`config.mk`:
```
export PLATFORM = sky130hd
export DESIGN_NAME = uart_fifo_tracker
export DESIGN_NICKNAME = d
export VERILOG_FILES = /design/src/rtl/uft_pkg.sv /design/src/rtl/uft_byte_fifo.sv /design/src/rtl/uart_fifo_tracker.sv
export SDC_FILE = /design/constraint.sdc
export NUM_CORES = 1
export LEC_CHECK = 0
export ABC_AREA = 0
export BUFFER_PORTS_ARGS = -buffer_cell sky130_fd_sc_hd__buf_2
export CAP_MARGIN = 30
export CORE_MARGIN = 2
export CORE_UTILIZATION = 25
export DETAILED_ROUTE_END_ITERATION = 7
export GPL_TIMING_DRIVEN = 1
export HOLD_SLACK_MARGIN = 0.08
export PLACE_DENSITY_LB_ADDON = 0.2
export SYNTH_ARGS = -nofsm -noshare
export SYNTH_HDL_FRONTEND = slang
export SYNTH_HIERARCHICAL = 1
export SYNTH_SLANG_ARGS = --single-unit
```
`constraint.sdc`:
```
create_clock -name clk -period 4.03 [get_ports clk]
set_clock_uncertainty 0.2 [all_clocks]
set_input_delay 0.2015 -clock clk [delete_from_list [all_inputs] [get_ports clk]]
set_output_delay 0.2015 -clock clk [all_outputs]
set_load 0.1 [all_outputs]
```
`src/rtl/uft_pkg.sv`:
```
package uft_pkg;
    typedef enum logic [1:0] {
        FILL_EMPTY   = 2'd0,
        FILL_PARTIAL = 2'd1,
        FILL_FULL    = 2'd2
    } fill_state_e;

    localparam logic [2:0] ADDR_CTRL  = 3'd0;
    localparam logic [2:0] ADDR_STAT  = 3'd1;
    localparam logic [2:0] ADDR_RDATA = 3'd2;
    localparam logic [2:0] ADDR_WDATA = 3'd3;
    localparam logic [2:0] ADDR_FCTRL = 3'd4;
    localparam logic [2:0] ADDR_FSTAT = 3'd5;

    localparam int THR_W      = 5;
    localparam int TX_THR_LSB = 16;
    localparam int RX_THR_LSB = 8;
    localparam int TX_LVL_LSB = 0;
    localparam int RX_LVL_LSB = 16;
endpackage

```
`src/rtl/uft_byte_fifo.sv`:
```
module uft_byte_fifo
    import uft_pkg::*;
#(
    parameter int DEPTH = 16,
    parameter int WIDTH = 8,
    localparam int PTR_W = (DEPTH > 1) ? $clog2(DEPTH) : 1,
    localparam int LVL_W = $clog2(DEPTH + 1)
) (
    input  logic             clk,
    input  logic             rst_n,
    input  logic             flush,
    input  logic             push,
    input  logic             pop,
    input  logic [WIDTH-1:0] wdata,
    output logic [WIDTH-1:0] head,
    output logic [LVL_W-1:0] level,
    output logic             is_empty,
    output logic             is_full
);
    localparam logic [LVL_W-1:0] LVL_ONE  = LVL_W'(1);
    localparam logic [LVL_W-1:0] LVL_LAST = LVL_W'(DEPTH - 1);
    localparam logic [PTR_W-1:0] PTR_END  = PTR_W'(DEPTH - 1);

    fill_state_e state_q, state_d;
    logic [WIDTH-1:0] mem [DEPTH];
    logic [PTR_W-1:0] wr_ptr, rd_ptr;
    logic do_push, do_pop;

    assign do_push = push && !is_full && !flush;
    assign do_pop  = pop && !is_empty && !flush;

    always_comb begin
        state_d = state_q;
        if (flush) begin
            state_d = FILL_EMPTY;
        end else begin
            unique case (state_q)
                FILL_EMPTY:
                    if (do_push) state_d = FILL_PARTIAL;
                FILL_PARTIAL:
                    if (do_push && !do_pop && level == LVL_LAST) state_d = FILL_FULL;
                    else if (do_pop && !do_push && level == LVL_ONE) state_d = FILL_EMPTY;
                FILL_FULL:
                    if (do_pop && !do_push) state_d = FILL_PARTIAL;
                default:
                    state_d = FILL_EMPTY;
            endcase
        end
    end

    always_ff @(posedge clk or negedge rst_n) begin
        if (!rst_n) state_q <= FILL_EMPTY;
        else        state_q <= state_d;
    end

    always_comb begin
        is_empty = (state_q == FILL_EMPTY);
        is_full  = (state_q == FILL_FULL);
    end

    always_ff @(posedge clk or negedge rst_n) begin
        if (!rst_n) begin
            wr_ptr <= '0;
            rd_ptr <= '0;
            level  <= '0;
        end else if (flush) begin
            wr_ptr <= '0;
            rd_ptr <= '0;
            level  <= '0;
        end else begin
            if (do_push) wr_ptr <= (wr_ptr == PTR_END) ? '0 : wr_ptr + PTR_W'(1);
            if (do_pop)  rd_ptr <= (rd_ptr == PTR_END) ? '0 : rd_ptr + PTR_W'(1);
            if (do_push && !do_pop)      level <= level + LVL_W'(1);
            else if (do_pop && !do_push) level <= level - LVL_W'(1);
        end
    end

    always_ff @(posedge clk) begin
        if (do_push) mem[wr_ptr] <= wdata;
    end

    assign head = mem[rd_ptr];
endmodule

```
`src/rtl/uart_fifo_tracker.sv`:
```
module uart_fifo_tracker
    import uft_pkg::*;
#(
    parameter int TX_DEPTH = 16,
    parameter int RX_DEPTH = 16,
    localparam int TX_LVL_W = $clog2(TX_DEPTH + 1),
    localparam int RX_LVL_W = $clog2(RX_DEPTH + 1)
) (
    input  logic        clk,
    input  logic        rst_n,
    input  logic        reg_we,
    input  logic        reg_re,
    input  logic [2:0]  reg_addr,
    input  logic [31:0] reg_wdata,
    output logic [31:0] reg_rdata,
    output logic        tx_valid,
    input  logic        tx_ready,
    output logic [7:0]  tx_data,
    input  logic        rx_valid,
    output logic        rx_ready,
    input  logic [7:0]  rx_data,
    output logic        evt_tx_wmark,
    output logic        evt_tx_empty,
    output logic        evt_rx_wmark,
    output logic        evt_rx_ovf,
    output logic        tx_wmark_pend
);
    logic tx_en_q, rx_en_q, rx_idle_q;
    logic [THR_W-1:0] tx_thr_q, rx_thr_q;
    logic [TX_LVL_W-1:0] tx_lvl;
    logic [RX_LVL_W-1:0] rx_lvl;
    logic tx_full, tx_empty, rx_full, rx_empty;
    logic [7:0] rx_head;
    logic tx_push, tx_pop, tx_flush, rx_push, rx_pop, rx_flush;
    logic fctrl_wr;
    int unsigned tx_lvl_nx, rx_lvl_nx;

    assign fctrl_wr = reg_we && reg_addr == ADDR_FCTRL;
    assign tx_flush = fctrl_wr && reg_wdata[1];
    assign rx_flush = fctrl_wr && reg_wdata[0];
    assign tx_push  = reg_we && reg_addr == ADDR_WDATA && !tx_full;
    assign tx_valid = tx_en_q && !tx_empty;
    assign tx_pop   = tx_valid && tx_ready;
    assign rx_ready = rx_en_q && !rx_full;
    assign rx_push  = rx_valid && rx_ready;
    assign rx_pop   = reg_re && reg_addr == ADDR_RDATA && rx_en_q && !rx_empty;

    uft_byte_fifo #(.DEPTH(TX_DEPTH), .WIDTH(8)) i_tx_fifo (
        .clk(clk), .rst_n(rst_n), .flush(tx_flush), .push(tx_push), .pop(tx_pop),
        .wdata(reg_wdata[7:0]), .head(tx_data), .level(tx_lvl),
        .is_empty(tx_empty), .is_full(tx_full)
    );

    uft_byte_fifo #(.DEPTH(RX_DEPTH), .WIDTH(8)) i_rx_fifo (
        .clk(clk), .rst_n(rst_n), .flush(rx_flush), .push(rx_push), .pop(rx_pop),
        .wdata(rx_data), .head(rx_head), .level(rx_lvl),
        .is_empty(rx_empty), .is_full(rx_full)
    );

    always_comb begin
        tx_lvl_nx = 32'(tx_lvl) + (tx_push ? 32'd1 : 32'd0) - (tx_pop ? 32'd1 : 32'd0);
        rx_lvl_nx = 32'(rx_lvl) + (rx_push ? 32'd1 : 32'd0) - (rx_pop ? 32'd1 : 32'd0);
    end

    always_ff @(posedge clk or negedge rst_n) begin
        if (!rst_n) begin
            tx_en_q  <= 1'b0;
            rx_en_q  <= 1'b0;
            tx_thr_q <= '0;
            rx_thr_q <= '0;
        end else if (reg_we) begin
            if (reg_addr == ADDR_CTRL) begin
                tx_en_q <= reg_wdata[0];
                rx_en_q <= reg_wdata[1];
            end
            if (fctrl_wr) begin
                tx_thr_q <= reg_wdata[TX_THR_LSB +: THR_W];
                rx_thr_q <= reg_wdata[RX_THR_LSB +: THR_W];
            end
        end
    end

    always_ff @(posedge clk or negedge rst_n) begin
        if (!rst_n) begin
            evt_tx_wmark  <= 1'b0;
            evt_tx_empty  <= 1'b0;
            evt_rx_wmark  <= 1'b0;
            evt_rx_ovf    <= 1'b0;
            tx_wmark_pend <= 1'b0;
            rx_idle_q     <= 1'b1;
        end else begin
            evt_tx_wmark <= tx_push && tx_lvl_nx >= 32'(tx_thr_q);
            evt_tx_empty <= tx_pop && !tx_push && !tx_flush && tx_lvl_nx == 0;
            evt_rx_wmark <= rx_push && !rx_flush && rx_lvl_nx >= 32'(rx_thr_q);
            evt_rx_ovf   <= rx_valid && rx_en_q && rx_full;
            if (tx_flush)
                tx_wmark_pend <= 1'b0;
            else if (tx_push && tx_lvl_nx >= 32'(tx_thr_q))
                tx_wmark_pend <= 1'b1;
            else if (tx_pop && tx_lvl_nx < 32'(tx_thr_q))
                tx_wmark_pend <= 1'b0;
            if (rx_flush)
                rx_idle_q <= 1'b1;
            else if (rx_push)
                rx_idle_q <= 1'b0;
            else if (rx_pop && rx_lvl_nx == 0)
                rx_idle_q <= 1'b1;
        end
    end

    always_comb begin
        reg_rdata = '0;
        if (reg_re) begin
            case (reg_addr)
                ADDR_CTRL:  reg_rdata = {30'd0, rx_en_q, tx_en_q};
                ADDR_STAT:  reg_rdata = {26'd0, rx_empty, rx_idle_q, !tx_valid,
                                         tx_empty, rx_full, tx_full};
                ADDR_RDATA: reg_rdata = rx_empty ? 32'd0 : {24'd0, rx_head};
                ADDR_FCTRL: begin
                    reg_rdata[TX_THR_LSB +: THR_W] = tx_thr_q;
                    reg_rdata[RX_THR_LSB +: THR_W] = rx_thr_q;
                end
                ADDR_FSTAT: begin
                    reg_rdata[TX_LVL_LSB +: 5] = 5'(tx_lvl);
                    reg_rdata[RX_LVL_LSB +: 5] = 5'(rx_lvl);
                end
                default:    reg_rdata = '0;
            endcase
        end
    end
endmodule

```
**After elaboration in Yosys (flattened, before gate mapping)**

Memory sizes are Yosys's and may differ from the RTL's.
Index checks and enable logic that the tools add are counted.

- Register bits after elaboration: 48
- Latch bits: 0
- RAM bits: 256
- ROM bits: 0
- Input bits: 49
- Output and inout port bits: 47
- Logic and storage cells: 175
- Memories: 2

- Add/subtract/negate cells: 12
- Multipliers: 0
- Div/mod/pow operators: 0
- Order comparisons: 3
- Eq/ne operators: 23
- Shift operators: 0
- Muxes and demuxes: 50
- Bitwise gates (word level): 0
- Reduce and logical (&&, ||, !) cells: 67

Memory list:

| memory | depth | bits a word | rd ports | clocked after Yosys merged registers in | wr ports | line | text |
|---|---|---|---|---|---|---|---|
| i_rx_fifo.mem | 16 | 8 | 1 | 0 | 1 | uft_byte_fifo.sv:25 | `logic [WIDTH-1:0] mem [DEPTH];` |
| i_tx_fifo.mem | 16 | 8 | 1 | 0 | 1 | uft_byte_fifo.sv:25 |  |

Operators by type and width:

| cell | count |
|---|---|
| greater-or-equal comparator 32 x 5 -> 1 bit | 2 |
| logical NOT 32 bit | 2 |
| two-way mux 4 bit | 12 |
| logical AND 1 bit | 38 |
| less-than comparator 32 x 5 -> 1 bit | 1 |
| two-way mux 32 bit | 1 |
| two-way mux 5 bit | 6 |
| two-way mux 2 bit | 10 |
| one-hot mux 5 bit (4 select lines) | 1 |
| adder 4 x 1 -> 4 bit (second input constant) | 4 |
| == test 4 bit (second input constant) | 4 |
| one-hot mux 5 bit (3 select lines) | 1 |
| two-way mux 1 bit | 14 |
| subtractor 6 x 1 -> 7 bit | 2 |
| adder 5 x 1 -> 6 bit | 2 |
| logical NOT 1 bit | 12 |
| inequality test 3 x 2 -> 1 bit (second input constant) | 4 |
| one-hot mux 2 bit (3 select lines) | 2 |
| nonzero test 3 bit | 4 |
| adder 5 x 1 -> 5 bit (second input constant) | 2 |
| == test 5 x 1 -> 1 bit (second input constant) | 2 |
| == test 5 x 4 -> 1 bit (second input constant) | 2 |
| one-hot mux 5 bit (2 select lines) | 1 |
| subtractor 5 x 1 -> 5 bit (second input constant) | 2 |
| 13 further kinds | 24 |

**Logic depth before layout (Yosys ltp)**

Gate-level depths: netlist (run 1).

- Word-level depth: 13
- Mapped depth: 15
- Gate-level depth less buffers: 15

**Cells and area by module**

Netlist (run 1), hierarchy kept.

Modules (own cells, without submodules):

| module | times used | cells each | area an instance (µm²) | sequential area each (µm²) |
|---|---|---|---|---|
| uft_byte_fifo (i_tx_fifo) | 1 | 363 | 6063.3 | 4219.0 |
| uft_byte_fifo (i_rx_fifo) | 1 | 363 | 6027.0 | 4219.0 |
| uart_fifo_tracker | 1 | 231 | 1900.6 | 451.7 |

**Worst setup path after synthesis (run 1)**

No wires, ideal clock.

- Kind: reg-to-reg
- From: register i_tx_fifo.state_q[0]
- To: register tx_wmark_pend
- Library setup time: 135 ps
- Data arrival time: 4158 ps
- Required time: 3695 ps
- Slack: -463 ps
- Stages on the path, launching flop included: 15
- Path buffers: 0
- Clock period less this slack: 4493 ps
- Path through: dfrtp_1 -> nor2_1 -> nor2b_1 -> and2_1 -> ha_1 -> inv_1 -> ha_1 -> fa_1 -> a21o_1 -> a21oi_1 -> xnor2_1 -> ha_1 -> o21ai_0 -> nor4b_1 -> o21ai_0

- Word-level cells in the longest chain between the ends: 10
- Elaborated cells between the ends (all ways): 18
- Those cells by class: 2 x add/sub; 2 x order compare; 1 x eq/ne; 4 x mux; 9 x reduce/logical

Ends and longest elaborated chain:

| element | line | text |
|---|---|---|
| from (decl) | uft_byte_fifo.sv:24 | `fill_state_e state_q, state_d;` |
| from (signal assigned) | uft_byte_fifo.sv:53 | `else state_q <= state_d;` |
| logical NOT 2 bit (*) | uft_byte_fifo.sv:57 | `is_empty = (state_q == FILL_EMPTY);` |
| named net tx_empty | uart_fifo_tracker.sv:32 | `logic tx_full, tx_empty, rx_full, rx_empty;` |
| logical NOT 1 bit (*) | uart_fifo_tracker.sv:42 | `assign tx_valid = tx_en_q && !tx_empty;` |
| logical AND 1 bit (*) | uart_fifo_tracker.sv:42 |  |
| named net tx_valid | uart_fifo_tracker.sv:16 | `output logic tx_valid,` |
| logical AND 1 bit (*) | uart_fifo_tracker.sv:43 | `assign tx_pop = tx_valid && tx_ready;` |
| named net tx_pop | uart_fifo_tracker.sv:34 | `logic tx_push, tx_pop, tx_flush, rx_push, rx_pop, rx_flush;` |
| two-way mux 1 bit | uart_fifo_tracker.sv:61 | `tx_lvl_nx = 32'(tx_lvl) + (tx_push ? 32'd1 : 32'd0) - (tx_pop ? 32'd1 : 32'd0);` |
| subtractor 6 x 1 -> 7 bit | uart_fifo_tracker.sv:61 |  |
| greater-or-equal comparator 32 x 5 -> 1 bit | uart_fifo_tracker.sv:98 | `else if (tx_push && tx_lvl_nx >= 32'(tx_thr_q))` |
| logical AND 1 bit | uart_fifo_tracker.sv:98 |  |
| two-way mux 1 bit | uart_fifo_tracker.sv:98 |  |
| two-way mux 1 bit | uart_fifo_tracker.sv:96 | `if (tx_flush)` |
| to (signal assigned) | uart_fifo_tracker.sv:97 | `tx_wmark_pend <= 1'b0;` |
| to (signal assigned) | uart_fifo_tracker.sv:99 | `tx_wmark_pend <= 1'b1;` |
| to (signal assigned) | uart_fifo_tracker.sv:101 | `tx_wmark_pend <= 1'b0;` |
| to (decl) | uart_fifo_tracker.sv:26 | `output logic tx_wmark_pend` |

The timed path passes the listed nets; every way through them passes the cells marked *.
A chain may end at the register's enable or synchronous reset.

**Final worst setup path (run 1)**

- From: register i_tx_fifo.state_q[1]
- To: register tx_wmark_pend

- Word-level cells in the longest chain between the ends: 10
- Elaborated cells between the ends (all ways): 18
- Those cells by class: 2 x add/sub; 2 x order compare; 1 x eq/ne; 4 x mux; 9 x reduce/logical

Ends and longest elaborated chain:

| element | line | text |
|---|---|---|
| == test 2 bit (*) | uft_byte_fifo.sv:58 | `is_full = (state_q == FILL_FULL);` |
| named net tx_full | uart_fifo_tracker.sv:32 |  |
| logical NOT 1 bit (*) | uart_fifo_tracker.sv:41 | `assign tx_push = reg_we && reg_addr == ADDR_WDATA && !tx_full;` |
| logical AND 1 bit (*) | uart_fifo_tracker.sv:41 |  |
| two-way mux 1 bit | uart_fifo_tracker.sv:61 |  |
| adder 5 x 1 -> 6 bit | uart_fifo_tracker.sv:61 |  |
| subtractor 6 x 1 -> 7 bit | uart_fifo_tracker.sv:61 |  |
| greater-or-equal comparator 32 x 5 -> 1 bit | uart_fifo_tracker.sv:98 |  |
| logical AND 1 bit | uart_fifo_tracker.sv:98 |  |
| two-way mux 1 bit | uart_fifo_tracker.sv:98 |  |
| two-way mux 1 bit | uart_fifo_tracker.sv:96 |  |

Marked as above.

==> metrics.yaml, run 1 <==
clock_tree:
  root_buffer: "clkbuf_16"
  cts_tree: "built"
  clock-sinks: 304
  clk_pin_slew_ns: 0.06
  clk_path_buf_depth: 3
  cts_buffers: 36
  cts_setup_buffers: 0
  worstSkewPairLatency_ns: 0.53
  htreeDepth: 2
critical_path:
  ff2ff_setup_slack_ns: 0.29
  path_max_fanout: 6
  crit_type: "reg2reg"
  r2r-start: "i_tx_fifo/state_q[1]$_DFFE_PN0P_"
  crit_chain: "or2b_4 > inv_2 > or3_1 > ha_1 > inv_1 > ha_1 > fa_2 > xor2_2 > ha_1 > a21oi_1 > a21boi_0 > o21ai_0 > nor4b_4 > o21ai_0"
  rr_worst_depth: 14
  cp-start-kind: "register"
  reg2reg_to: "tx_wmark_pend$_DFFE_PN0P_"
  worst_setup_path_end_kind: "register"
  required_ns: 4.23
  critPathMaxStageDelay_ns: 0.43
  critPathArrivalTime_ns: 3.94
  crit_slowest_cell: "or3_1"
  crit_top_cell: "ha_1"
final_layout:
  final_common_cell: "edfxtp_1"
  final_core_util_pct: 30.4
  syn_to_final_growth_pct: 20.1
  nNetsFinal: 1192
  final_cells: 1865
  layout_common_cells: "256 x edfxtp_1, 72 x mux2i_1, 66 x buf_2"
  antennaDiodeCount: 0
  drive_above_1_share_pct: 20.7
timing:
  fin_crit_sh_pct: 92.8
  timing.fmax_ghz: 0.267
  min_period_ns: 3.74
  worstMarginPinSlew_ns: 1.01
  slew_headroom_pct: 32.7
  finalHoldViolCount: 0
  finalSetupTns_ns: 0
  drv_slew: 0
  setup_viol: 0
power_and_ir_drop:
  power_per_cell_area_mw_per_mm2: 560
  p_comb_share_pct: 25.9
  p_leak_nw: 5.96
  ir_worst_vdd_mv: 0.301
  seqPwrFrac_pct: 40.9
  p_total_mw: 9.41
  switchingPower_mw: 3.02
  p_sw_share_pct: 32.1
  p_clk_share_pct: 33.2
  power.internal_mw: 6.39
floorplanning:
  die_y_um: 241
  row_count: 86
  initial_utilization_pct: 25.3
  fp.dieW_um: 241
  die_area_mm2: 0.0579
  core-area_mm2: 0.0552
  pin_count: 96
drt:
  viasPerCell: 4.42
  wire_per_inst_um: 18.2
  final_antenna_net_count: 0
  dr.pass1.iters: 5
  drt_iter0_markers: 366
  vias: 8243
  wl_mm: 34.0
  drc: 0
placed_design:
  port_buffers: 67
  gp_congestion: 0.739
  dp_hpwl_mm: 22.8
  placedCellCount: 1763
run:
  drv_cap: 0
logic_synthesis:
  ys.flop_type: "edfxtp_1"
  ys_warn_count: 6
  synth_area_mm2: 0.0140
  synthArstFlopShare_pct: 15.8
  synthesis.area_per_instance_um2: 14.6
  ys_ff_latch: 304
  netlist_instances: 957
  synth_edf_count: 256
  synthDistinctLibCells: 71
  netlist_top_cells_area: "edfxtp_1 55%, dfrtp_1 8.4%, mux2i_1 5.2%"
  synth_top_area_share_pct: 54.9
  seq_area_frac_synth_pct: 63.5
  synth_top_area_cell: "edfxtp_1"
global_routing:
  gr-total-overflow: 0
  first_global_vias: 8384
  grt_start_max_net_pins: 49
  antenna_found_initial: 1
  grt_use_total_pct: 11.9
  grt_pass1_wl_mm: 52.2
run_status:
  status: "finished, final reports clean"
hold_path:
  hold_path.class: "in2async"
logic make-up after synthesis:
group / Yosys count / share of synthesized area, %
AO/OA/AOI/OAI: 153 / 7.78
AND/OR/NAND/NOR: 214 / 7.98
adder cells (fa/ha/maj): 48 / 4.40
other: 1 / 0.0268
multiplexers: 111 / 10.9
buffers and inverters: 108 / 4.28
flip-flops: 304 / 63.5
XOR/XNOR: 18 / 1.13
per-stage QoR:
step | setup WS [ns] | hold slack [ns] | cell area [um^2]
global placement | 0.145 | 0.173 | 15200
CTS | 0.115 | 0.145 | 16800
floorplan | 0.0400 | -0.294 | 14000
global route | -0.0127 | 0.198 | 16800
finish | 0.291 | 0.130 | 16800
detailed placement | 0.132 | 0.178 | 15200
critical path, delay by kind of cell (launching register included):
kind,cells,cell delay [ns]
adders and majority gates,4,1.20
DFF,1,0.40
xor gates and xnor gates,1,0.17
buffers and inverters,2,0.10
AOI/OAI and AO/OA,4,0.62
and+or+nand+nor,3,0.94
cells in the mapped netlist, types with 10 or more instances:
| library cell | count |
|---|---|
| a21oi_1 | 33 |
| a221oi_1 | 25 |
| a22oi_1 | 21 |
| and2_1 | 14 |
| and3_1 | 11 |
| buf_2 | 10 |
| buf_4 | 17 |
| buf_6 | 11 |
| clkbuf_1 | 18 |
| dfrtp_1 | 47 |
| edfxtp_1 | 256 |
| ha_1 | 46 |
| inv_1 | 45 |
| mux2i_1 | 72 |
| mux4_2 | 32 |
| nand2_1 | 52 |
| nand3_1 | 10 |
| nor2_1 | 56 |
| nor3_1 | 12 |
| o21ai_0 | 35 |
| xor2_1 | 10 |
power groups by stage:
stage	registers [mW]	logic, mW	clock network (mW)
3_5_place_dp	3.91	2.33	0
4_1_cts	3.84	2.38	3.23
3_3_place_gp	3.91	2.33	0
6_report	3.85	2.44	3.12
2_1_floorplan	3.86	1.86	0
5_1_grt	3.88	2.72	3.37
state kept, by name (all words and copies together) (netlist names), 2 cells and up:
signal             count
i_tx_fifo/mem        128
rx_thr_q               5
i_rx_fifo/rd_ptr       4
i_tx_fifo/state_q      2
i_rx_fifo/mem        128
tx_thr_q               5
i_tx_fifo/wr_ptr       4
i_tx_fifo/rd_ptr       4
i_rx_fifo/level        5
i_tx_fifo/level        5
i_rx_fifo/wr_ptr       4
i_rx_fifo/state_q      2
what timing repair did:
item,CTS,global route
endpoints found under the hold margin,326,0
hold buffers,42,0
resized for setup,0,8
setup endpoints to repair,0,3
cell type report:
class | instances | area (um^2)
well taps | 748 | 936
inverters | 48 | 183
fillers | 5533 | 38400
repair buffers | 147 | 1060
clock inverters | 20 | 205
multi-input cells | 558 | 4610
clock buffers | 40 | 916
flip-flops and latches | 304 | 8890
worst max-delay path by stage:
| stage | from | end | slack, ns | depth (start not counted) |
|---|---|---|---|---|
| after global routing | i_tx_fifo/state_q[1]$_DFFE_PN0P_ | tx_wmark_pend$_DFFE_PN0P_ | -0.01 | 14 |
| final | i_tx_fifo/state_q[1]$_DFFE_PN0P_ | tx_wmark_pend$_DFFE_PN0P_ | 0.29 | 14 |
| after CTS | i_tx_fifo/state_q[1]$_DFFE_PN0P_ | tx_wmark_pend$_DFFE_PN0P_ | 0.11 | 14 |
| after detailed placement | i_tx_fifo/state_q[1]$_DFFE_PN0P_ | tx_wmark_pend$_DFFE_PN0P_ | 0.13 | 14 |
| after floorplan | reg_addr[0] | reg_rdata[11] | 0.04 | 3 |
| after global placement | i_tx_fifo/state_q[1]$_DFFE_PN0P_ | tx_wmark_pend$_DFFE_PN0P_ | 0.15 | 15 |
layer usage:
| metal | global-route usage [%] | vias up | share of wire, % |
|---|---|---|---|
| met2 | 19.5 | 140 | 47 |
| met5 | 0 | - | 0 |
| met4 | 2.94 | 0 | 1.8 |
| li1 | - | 3905 | - |
| met1 | 16.5 | 4158 | 48 |
| met3 | 1.97 | 40 | 3.3 |
Power figures use the tool's default switching activity.
==> run 2, diff against run 1 <==
Settings changed: CELL_PAD_IN_SITES_DETAIL_PLACEMENT set to 1, CELL_PAD_IN_SITES_GLOBAL_PLACEMENT set to 2.
==> run 2 against run 1 <==
First-iteration DRC count rose by 12%. Cell count up 0.91%. Power up 2.5%. Count of clock-buffer cells in the layout rose by 11. Combinational power is essentially flat. Critical endpoint is now reg_rdata[5]. Largest cell class unchanged.
==> metrics.yaml, run 2 (same netlist as run 1, synthesis figures left out) <==
run_status:
  status: "finished, final reports clean"  # unchanged
clock_tree:
  clock-sinks: 304  # unchanged
  clk_path_buf_depth: 3  # unchanged
  cts_setup_buffers: 0  # unchanged
  worstSkewPairLatency_ns: 0.58  # was 0.53 ns
  root_buffer: "clkbuf_16"  # unchanged
  cts_buffers: 37  # was 36
  cts_tree: "built"  # unchanged
  clk_pin_slew_ns: 0.06  # about the same
  htreeDepth: 2  # unchanged
power_and_ir_drop:
  power_per_cell_area_mw_per_mm2: 568  # was 560 mW/mm^2
  seqPwrFrac_pct: 40.1  # was 40.9%
  p_sw_share_pct: 32.4  # was 32.1%
  p_comb_share_pct: 25.4  # was 25.9%
  ir_worst_vdd_mv: 0.274  # was 0.301 mV
  p_leak_nw: 6.05  # was 5.96 nW
  power.internal_mw: 6.52  # was 6.39 mW
  p_clk_share_pct: 34.6  # was 33.2%
  switchingPower_mw: 3.12  # was 3.02 mW
final_layout:
  fill_cells: 5903  # was 5533
  drive_above_1_share_pct: 21.3  # was 20.7%
  syn_to_final_growth_pct: 21.4  # was 20.1%
  antennaDiodeCount: 0  # unchanged
  top_regs: "i_rx_fifo/mem x128, i_tx_fifo/mem x128"  # unchanged
  nNetsFinal: 1204  # was 1192
  final_core_util_pct: 30.8  # was 30.4%
  layout_common_cells: "256 x edfxtp_1, 72 x mux2i_1, 65 x buf_2"  # was 256 x edfxtp_1, 72 x mux2i_1, 66 x buf_2
  final_common_cell: "edfxtp_1"  # unchanged
global_routing:
  gr-total-overflow: 0  # unchanged
  grt_pass1_wl_mm: 56.3  # was 52.2 mm
  grtUsageMet2_pct: 21.6  # was 19.5%
  grt_start_max_net_pins: 27  # was 49
  gr-usage-met3_pct: 2.53  # was 1.97%
  gr-usage-met1_pct: 17.6  # was 16.5%
  busiest_layer: "met2"  # unchanged
  grt_use_total_pct: 13.0  # was 11.9%
  first_global_vias: 8938  # was 8384
  antenna_found_initial: 0  # was 1
critical_path:
  timing.critical_path.from: "i_rx_fifo/rd_ptr[2]$_DFFE_PN0P_"  # was i_tx_fifo/state_q[1]$_DFFE_PN0P_
  reg2reg_to: "tx_wmark_pend$_DFFE_PN0P_"  # unchanged
  critPathMaxStageDelay_ns: 0.54  # was 0.43 ns
  worst-path-stages: 9  # was 14
  critPathArrivalTime_ns: 3.34  # was 3.94 ns
  r2r-start: "i_tx_fifo/state_q[1]$_DFFE_PN0P_"  # unchanged
  critPathBufInv: 3  # was 2
  crit_slowest_cell: "dfrtp_1"  # was or3_1
  cpLargestDelayFamily: "compound AO/OA/AOI/OAI gates"  # was adder cells
  worst_setup_path_end_kind: "output pin"  # was register
  required_ns: 3.63  # was 4.23 ns
  ff2ff_setup_slack_ns: 0.31  # was 0.29 ns
  cp-start-kind: "register"  # unchanged
  crit_chain: "and2_1 > buf_4 > a221oi_1 > o21ai_0 > nand2_1 > inv_1 > a2bb2oi_1 > nor2_1 > clkbuf_4"  # was or2b_4 > inv_2 > or3_1 > ha_1 > inv_1 > ha_1 > fa_2 > xor2_2 > ha_1 > a21oi_1 > a21boi_0 > o21ai_0 > nor4b_4 > o21ai_0
  crit_end: "reg_rdata[5]"  # was tx_wmark_pend$_DFFE_PN0P_
  path_max_fanout: 12  # was 6
  crit_type: "reg2out"  # was reg2reg
  rr_worst_depth: 15  # was 14
timing:
  setup_viol: 0  # unchanged
  worstMarginPinSlew_ns: 0.751  # was 1.01 ns
  rsz0062_at_grt: "no"
  min_period_ns: 3.75  # was 3.74 ns
  timing.fmax_ghz: 0.267  # about the same
  finalHoldViolCount: 0  # unchanged
  finalSetupTns_ns: 0  # unchanged
  fin_crit_sh_pct: 92.9  # was 92.8%
  slew_headroom_pct: 50.0  # was 32.7%
  drv_slew: 0  # unchanged
floorplanning:
  row_count: 86  # unchanged
  die_area_mm2: 0.0579  # unchanged
  fp.dieW_um: 241  # unchanged
  pin_count: 96  # unchanged
  initial_utilization_pct: 25.3  # unchanged
  die_y_um: 241  # unchanged
  core-area_mm2: 0.0552  # unchanged
drt:
  drc: 0  # unchanged
  drt_iter0_markers: 409  # was 366
  dr.pass1.iters: 4  # was 5
  wire_per_inst_um: 19.6  # was 18.2 um
  vias: 8304  # was 8243
  viasPerCell: 4.41  # was 4.42
  wl_mm: 36.8  # was 34.0 mm
  final_antenna_net_count: 0  # unchanged
placed_design:
  port_buffers: 67  # unchanged
  gp_congestion: 0.728  # was 0.739
  dp_hpwl_mm: 25.3  # was 22.8 mm
hold_path:
  hold_path.class: "in2reg"  # was in2async
run:
  drv_cap: 0  # unchanged
[run 2: area by class of cell]
| class | count | area [um^2] | share of cell area, % |
|---|---|---|---|
| Sequential cell | 304 | 8890 | 52.4 |
| Inverter | 48 | 183 | 1.08 |
| Timing Repair Buffer | 158 | 1150 | 6.76 |
| Clock inverter | 15 | 219 | 1.29 |
| Tap cell | 748 | 936 | 5.51 |
| Multi-Input combinational cell | 558 | 4610 | 27.1 |
| Clock buffer | 51 | 998 | 5.88 |
[run 2: how the worst min path moves through the flow]
stage / start / endpoint / slack (ns) / cells after the start
after CTS: reg_wdata[19] / tx_thr_q[3]$_DFFE_PN0P_ / 0.18 / 4
after global placement: rst_n / rx_thr_q[3]$_DFFE_PN0P_ / 0.1 / 1
after detailed placement: rst_n / rx_thr_q[3]$_DFFE_PN0P_ / 0.09 / 1
after floorplan: rst_n / evt_rx_ovf$_DFF_PN0_ / -0.29 / 0
final: reg_wdata[19] / tx_thr_q[3]$_DFFE_PN0P_ / 0.22 / 4
after global routing: reg_wdata[19] / tx_thr_q[3]$_DFFE_PN0P_ / 0.21 / 4
[run 2: per-layer routing]
metal | up-vias | part of all wire (%) | wire, um
li1 | 3915 | - | -
met1 | 4229 | 47 | 17200
met2 | 116 | 48 | 17600
met3 | 44 | 3.6 | 1320
met4 | 0 | 1.8 | 669
met5 | - | 0 | 0
[run 2: worst min-delay path, cell delays in order]
cell and delay, ns:
dlygate4sd3_1 0.51, buf_2 0.10, nand2_1 0.04, o21ai_0 0.07
[run 2: timing repair]
action | 4_1_cts | 5_1_grt
hold buffers | 43 | 0
endpoints found under the setup margin | 0 | 6
hold endpoints to repair | 307 | 0
gates resized for setup | 0 | 10
[run 2: stage by stage]
| step | worst slack (ns) | hold slack, ns | power (mW) | cells | instance area (um^2) |
|---|---|---|---|---|---|
| 2_1_floorplan | 0.0400 | -0.294 | 5.72 | 970 | 14000 |
| 3_3_place_gp | 0.181 | 0.0955 | 6.27 | 1772 | 15300 |
| 3_5_place_dp | 0.177 | 0.0904 | 6.30 | 1773 | 15300 |
| 4_1_cts | 0.120 | 0.178 | 9.74 | 1882 | 16900 |
| 5_1_grt | 0.0189 | 0.207 | 10.2 | 1882 | 17000 |
| 6_report | 0.284 | 0.219 | 9.64 | 1882 | 17000 |
[run 2: power groups by stage]
stage	logic (mW)	registers, mW	clock network [mW]
floorplan	1.86	3.86	0
global placement	2.34	3.93	0
detailed placement	2.36	3.94	0
CTS	2.41	3.87	3.45
global route	2.75	3.91	3.56
finish	2.44	3.86	3.34
